[config.mk]
export PLATFORM = sky130hd
export DESIGN_NAME = bsc_chain
export DESIGN_NICKNAME = d
export VERILOG_FILES = /design/src/rtl/bsc_pkg.sv /design/src/rtl/bsc_io_pair.sv /design/src/rtl/bsc_in_cell.sv /design/src/rtl/bsc_chain.sv
export SDC_FILE = /design/constraint.sdc
export NUM_CORES = 1
export LEC_CHECK = 0
export BUFFER_PORTS_ARGS = -buffer_cell sky130_fd_sc_hd__buf_2
export CAP_MARGIN = 30
export CORE_MARGIN = 5
export CORE_UTILIZATION = 25
export CTS_BUF_LIST = sky130_fd_sc_hd__clkbuf_8
export CTS_CLUSTER_DIAMETER = 30
export DETAILED_ROUTE_END_ITERATION = 7
export GPL_TIMING_DRIVEN = 0
export HOLD_SLACK_MARGIN = 0.05
export PLACE_DENSITY = 0.58
export REMOVE_ABC_BUFFERS = 1
export SETUP_SLACK_MARGIN = 0.02
export SLEW_MARGIN = 20
export SYNTH_ARGS = -nofsm -noshare
export SYNTH_HDL_FRONTEND = slang
export SYNTH_HIERARCHICAL = 1
export SYNTH_SLANG_ARGS = --single-unit
[constraint.sdc]
create_clock -name tck -period 1.1 [get_ports tck]
set_input_delay 0.055 -clock tck [delete_from_list [all_inputs] [get_ports tck]]
set_output_delay 0.055 -clock tck [all_outputs]
set_load 0.03 [all_outputs]
[src/rtl/bsc_pkg.sv]
// Shared helpers for the boundary-scan chain: cell positions counted from tdi.
// Assumes at least one I/O pin and one input-only pin.
package bsc_pkg;

    // Position of the enable cell of I/O pin 'pin'; its data cell follows it.
    function automatic int unsigned io_slot(int unsigned pin, int unsigned n_io,
                                            int unsigned n_in, bit in_first);
        return in_first ? (n_in + 2 * pin) : (2 * pin);
    endfunction

    // Position of input-only cell 'pin'.
    function automatic int unsigned in_slot(int unsigned pin, int unsigned n_io,
                                            int unsigned n_in, bit in_first);
        return in_first ? pin : (2 * n_io + pin);
    endfunction

endpackage

[src/rtl/bsc_io_pair.sv]
// Two scan cells for one bidirectional pin: enable cell (tdi side) then data cell.
// Shift stages run on the rising test-clock edge; the update stages are loaded
// during the low phase of tck (falling edge), as a transparent-low latch would be.
// Assumes strobes are stable around both edges and reset is synchronous.
module bsc_io_pair (
    input  logic tck,
    input  logic rst_n,
    input  logic capture_dr,
    input  logic shift_dr,
    input  logic update_dr,
    input  logic si,
    input  logic cap_oe,
    input  logic cap_d,
    output logic so_oe,
    output logic so_d,
    output logic upd_oe,
    output logic upd_d
);

    // Shift/capture stages: shift wins over capture.
    always_ff @(posedge tck) begin
        if (!rst_n) begin
            so_oe <= 1'b0;
            so_d  <= 1'b0;
        end else if (shift_dr) begin
            so_oe <= si;
            so_d  <= so_oe;
        end else if (capture_dr) begin
            so_oe <= cap_oe;
            so_d  <= cap_d;
        end
    end

    // Update stages: reset to the non-driving state, load on update.
    always_ff @(negedge tck) begin
        if (!rst_n) begin
            upd_oe <= 1'b0;
            upd_d  <= 1'b0;
        end else if (update_dr) begin
            upd_oe <= so_oe;
            upd_d  <= so_d;
        end
    end

endmodule

[src/rtl/bsc_in_cell.sv]
// Reduced scan cell for an input-only pin: capture and shift, no update stage.
// Assumes synchronous reset sampled on the rising test-clock edge.
module bsc_in_cell (
    input  logic tck,
    input  logic rst_n,
    input  logic capture_dr,
    input  logic shift_dr,
    input  logic si,
    input  logic cap,
    output logic so
);

    // Single shift/capture stage, shift has priority.
    always_ff @(posedge tck) begin
        if (!rst_n)          so <= 1'b0;
        else if (shift_dr)   so <= si;
        else if (capture_dr) so <= cap;
    end

endmodule

[src/rtl/bsc_chain.sv]
// Boundary-scan data chain for N_IO bidirectional and N_IN input-only pins.
// Cell order from tdi to tdo is set by IN_FIRST at elaboration. Pads take core
// values in normal mode and update-stage values under extest; three controls
// force every output enable off. tdo is retimed on the falling tck edge.
// Assumes an external TAP controller produces mutually timed strobes on tck.
module bsc_chain #(
    parameter int unsigned N_IO     = 4,
    parameter int unsigned N_IN     = 3,
    parameter bit          IN_FIRST = 1'b0
) (
    input  logic            tck,
    input  logic            rst_n,
    input  logic            capture_dr,
    input  logic            shift_dr,
    input  logic            update_dr,
    input  logic            extest,
    input  logic            force_hiz,
    input  logic            cfg_mode,
    input  logic            test_oe_n,
    input  logic            tdi,
    output logic            tdo,
    input  logic [N_IO-1:0] core_out,
    input  logic [N_IO-1:0] core_oe,
    input  logic [N_IO-1:0] pad_in,
    output logic [N_IO-1:0] pad_out,
    output logic [N_IO-1:0] pad_oe,
    input  logic [N_IN-1:0] in_pin
);

    localparam int unsigned LEN = 2 * N_IO + N_IN;

    logic [LEN:0]    link;      // link[p] feeds cell p; link[p+1] is its output
    logic [LEN-1:0]  chain_q;   // shift stages in chain order
    logic [N_IO-1:0] upd_oe_q;
    logic [N_IO-1:0] upd_d_q;
    logic            force_off;

    assign link[0]   = tdi;
    assign chain_q   = link[LEN:1];
    assign force_off = force_hiz | cfg_mode | ~test_oe_n;

    // One cell pair and one pad mux per bidirectional pin.
    for (genvar i = 0; i < N_IO; i++) begin : g_io
        localparam int unsigned P = bsc_pkg::io_slot(i, N_IO, N_IN, IN_FIRST);
        logic so_oe_w, so_d_w;

        bsc_io_pair u_pair (
            .tck        (tck),
            .rst_n      (rst_n),
            .capture_dr (capture_dr),
            .shift_dr   (shift_dr),
            .update_dr  (update_dr),
            .si         (link[P]),
            .cap_oe     (core_oe[i]),
            .cap_d      (pad_in[i]),
            .so_oe      (so_oe_w),
            .so_d       (so_d_w),
            .upd_oe     (upd_oe_q[i]),
            .upd_d      (upd_d_q[i])
        );

        assign link[P+1] = so_oe_w;
        assign link[P+2] = so_d_w;

        // Pad selection: core or update stage, enable gated by force-off.
        always_comb begin
            pad_out[i] = extest ? upd_d_q[i] : core_out[i];
            pad_oe[i]  = force_off ? 1'b0 : (extest ? upd_oe_q[i] : core_oe[i]);
        end
    end

    // One reduced cell per input-only pin.
    for (genvar j = 0; j < N_IN; j++) begin : g_in
        localparam int unsigned P = bsc_pkg::in_slot(j, N_IO, N_IN, IN_FIRST);

        bsc_in_cell u_cell (
            .tck        (tck),
            .rst_n      (rst_n),
            .capture_dr (capture_dr),
            .shift_dr   (shift_dr),
            .si         (link[P]),
            .cap        (in_pin[j]),
            .so         (link[P+1])
        );
    end

    // Serial output retimed on the falling edge of tck.
    always_ff @(negedge tck) begin
        if (!rst_n) tdo <= 1'b0;
        else        tdo <= link[LEN];
    end

endmodule

==> results by group <==
Timing
  – Final worst hold slack: ~130 ps
  – Max Transition Viols Final: 0
  – Post-route setup slack: -545 ps
  – RSZ-0062 raised after global routing: true
  – Number of setup violations in the final report: 13
  – Pin slew with the least headroom to its limit: approximately 390 ps
  – Setup clock skew after layout: between 60 and 70 ps
  – Worst slew margin relative to its limit: 0.740
  – Fin. Hold Viols: 0

Power and ir drop
  – Pwr Density: 1250 nW/um^2
  – Static leakage power: ~0.75 nW
  – VDD IR-drop max: 0.000602 V

Global routing
  – First-pass GRT wire length: 3890 microns
  – Congestion Overflow GR: 0
  – Initial antenna violation count: 0
  – Number of global-route vias before repair: 840
  – Pin count of the biggest net entering global routing: 23
  – Overall track demand over capacity in global routing: 0.0947

Logic synthesis
  – Area fraction of the dominant cell type after synthesis: 0.410
  – Mean post-synth cell area: 11.0 sq um
  – Cell count after synthesis: 89
  – Netlist cell types: 12
  – Ranking of synthesized cells by instance count: 20 x sky130_fd_sc_hd__dfxtp_1, 12 x sky130_fd_sc_hd__mux2i_1, 11 x sky130_fd_sc_hd__mux2_1, 11 x sky130_fd_sc_hd__nand2b_1, 11 x sky130_fd_sc_hd__o211a_1
  – Top cell type by total area after synthesis: sky130_fd_sc_hd__dfxtp_1
  – Synth top area cells: sky130_fd_sc_hd__dfxtp_1 41%, sky130_fd_sc_hd__mux2_1 13%, sky130_fd_sc_hd__mux2i_1 12%
  – Library cell with the highest instance count after synthesis: sky130_fd_sc_hd__dfxtp_1
  – Proportion of synthesized flip-flops having asynchronous set or reset: 0
  – #FFs+latches synth: 20
  – Yosys warning total: 6
  – Post-Syn Area: 977 sq um
  – Primary flip-flop cell chosen by synthesis mapping: sky130_fd_sc_hd__dfxtp_1
  – Share of synthesized area occupied by flip-flops and latches: 0.410
  – Number of enable flip-flop cells after synthesis: 0

Clock tree
  – Total clock sinks: 20
  – Clock transition at the registers of the reported paths: 80 ps
  – Hold_buf cts: 0
  – Buffer depth of the longest clock path: 2
  – Clock tree from TritonCTS: done
  – Master cell of the clock root buffer: sky130_fd_sc_hd__clkbuf_8
  – Total clock buffers created by CTS: 3
  – H-tree depth: 1
  – Latest clock arrival within the worst-skew pair: ~320 ps

Layout
  – Antenna diode count: 0
  – Fraction of final layout cells with drive strength greater than 1: 0.463
  – Net total in the final layout: 162
  – Area growth from synthesis to layout: 40.6%
  – Final Util: 0.370
  – Filler-free cell count of the finished design: around 180

Placement
  – GPL Wtd Cong: 0.738
  – Number of cells in the design after placement: 169
  – IO buf count: 33
  – Setup slack after placement: -228 ps

Detailed routing
  – Number of nets with antenna violations after routing: 0
  – Router iterations before antenna repair: 4
  – Post-detailed-routing wire length: 2310 microns
  – Routed vias/inst: 4.45
  – Detailed-route wire length per cell: 12.6 microns
  – Post-route DRC: 0
  – Total via count after detailed routing: 819
  – Number of DRC markers after the initial detailed-route iteration: 27

Status
  – Failing checks: negative setup slack
  – Result of the run: finished with violations

Worst setup path
  – Ordered list of cells on the worst path: mux2i_1 > nor2_1 > buf_4
  – Startpoint class of the critical path: register
  – Worst endpoint required time: 1040 ps
  – CP max stage delay: 300 ps
  – Worst Path Arrival: 1590 ps
  – CP Max Fanout: 2
  – Critical Path Sink Type: output port
  – Type of the worst setup path: reg -> out
  – Library cell contributing the largest single delay on the critical path: sky130_fd_sc_hd__dfxtp_2

Floorplan
  – Overall die height: 72.5 microns
  – Die Outline Area: roughly 5300 sq um
  – I/O pins: 34
  – Width of the die: 72.5 microns
  – Standard cell core area: 3720 sq um
  – Starting density of the core: 0.263
  – Standard-cell row count: 22

Hold path
  – Min-delay worst type: in -> reg

Flow run
  – Count of maximum capacitance violations: 0
==> final timing paths <==
check / start / end / slack [ps] / cells after the start
worst max-delay path: g_io[0].u_pair/upd_oe$_SDFFE_NN0P_ / pad_oe[0] / -540 / 3
worst max register to register: g_io[2].u_pair/so_oe$_SDFFE_PN0P_ / g_io[2].u_pair/upd_oe$_SDFFE_NN0P_ / -10 / 2
worst min register to register: g_io[3].u_pair/upd_d$_SDFFE_NN0P_ / g_io[3].u_pair/upd_d$_SDFFE_NN0P_ / 500 / 2
worst min-delay path: tdi / g_io[0].u_pair/so_oe$_SDFFE_PN0P_ / 130 / 3
==> per-layer routing <==
metal | share of wire | vias to the layer above | GRT usage
li1 | - | 410 | -
met1 | 0.44 | 375 | 0.122
met2 | 0.45 | 32 | 0.152
met3 | 0.098 | 2 | 0.0388
met4 | 0.0056 | 0 | 0.0123
met5 | 0 | - | 0
==> cell type report <==
type / count / area, sq um
timing repair buffer: 40 / 259
clock buffer: 3 / 41.3
fill: 398 / 2340
multi-input combinational: 63 / 558
sequential: 20 / 418
tap: 48 / 60.1
clock inverter: 10 / 37.5
==> metrics by stage <==
| step | power (mW) | instance area, sq um | setup TNS [ps] |
|---|---|---|---|
| 6_report | 1.72 | 1370 | -4400 |
| 4_1_cts | 1.74 | 1370 | -4480 |
| 5_1_grt | 1.86 | 1370 | -5140 |
| 2_1_floorplan | 1.04 | 970 | -1750 |
| 3_5_place_dp | 1.16 | 1190 | -2890 |
| 3_3_place_gp | 1.15 | 1190 | -2720 |
==> state kept, by name (all words and copies together) (netlist names) <==
signal	flops
g_in.u_cell/so	3
g_io.u_pair/upd_d	4
g_io.u_pair/so_d	4
g_io.u_pair/upd_oe	4
tdo	1
g_io.u_pair/so_oe	4
==> what timing repair did <==
item / 4_1_cts / 5_1_grt
buffers inserted: 7 / 0
endpoints found under the setup margin: 17 / 18
pin swaps: 0 / 1
gates resized for setup: 26 / 4
==> worst max-delay path, delay by kind of cell, from the launching register on <==
kind / cells / cell delay [ps]
and+or+nand+nor: 1 / 60
buffers and inverters: 1 / 170
muxes: 1 / 190
DFF: 1 / 300
==> layout by cell type (no fill, tap or decap), types with 6 or more instances in the layout <==
cell / synthesis / routed
sky130_fd_sc_hd__buf_2: 0 / 24
sky130_fd_sc_hd__buf_4: 1 / 11
sky130_fd_sc_hd__dfxtp_1: 20 / 6
sky130_fd_sc_hd__dfxtp_2: 0 / 14
sky130_fd_sc_hd__inv_1: 5 / 10
sky130_fd_sc_hd__mux2_1: 11 / 10
sky130_fd_sc_hd__mux2i_1: 12 / 12
sky130_fd_sc_hd__nand2b_1: 11 / 11
sky130_fd_sc_hd__nor2b_1: 8 / 8
sky130_fd_sc_hd__o211a_1: 11 / 11
==> cells by family after synthesis <==
logic type             synth area share
DFF                               0.410
and+or+nand+nor                   0.155
buffers and inverters            0.0269
muxes                             0.296
AOI/OAI and AO/OA                 0.113
==> report_power, final <==
group          internal (mW)  switching, mW
Sequential             0.777         0.0200
Combinational          0.174          0.142
Clock                  0.291          0.313
Total                   1.24          0.476
Power figures use the tool's default switching activity.
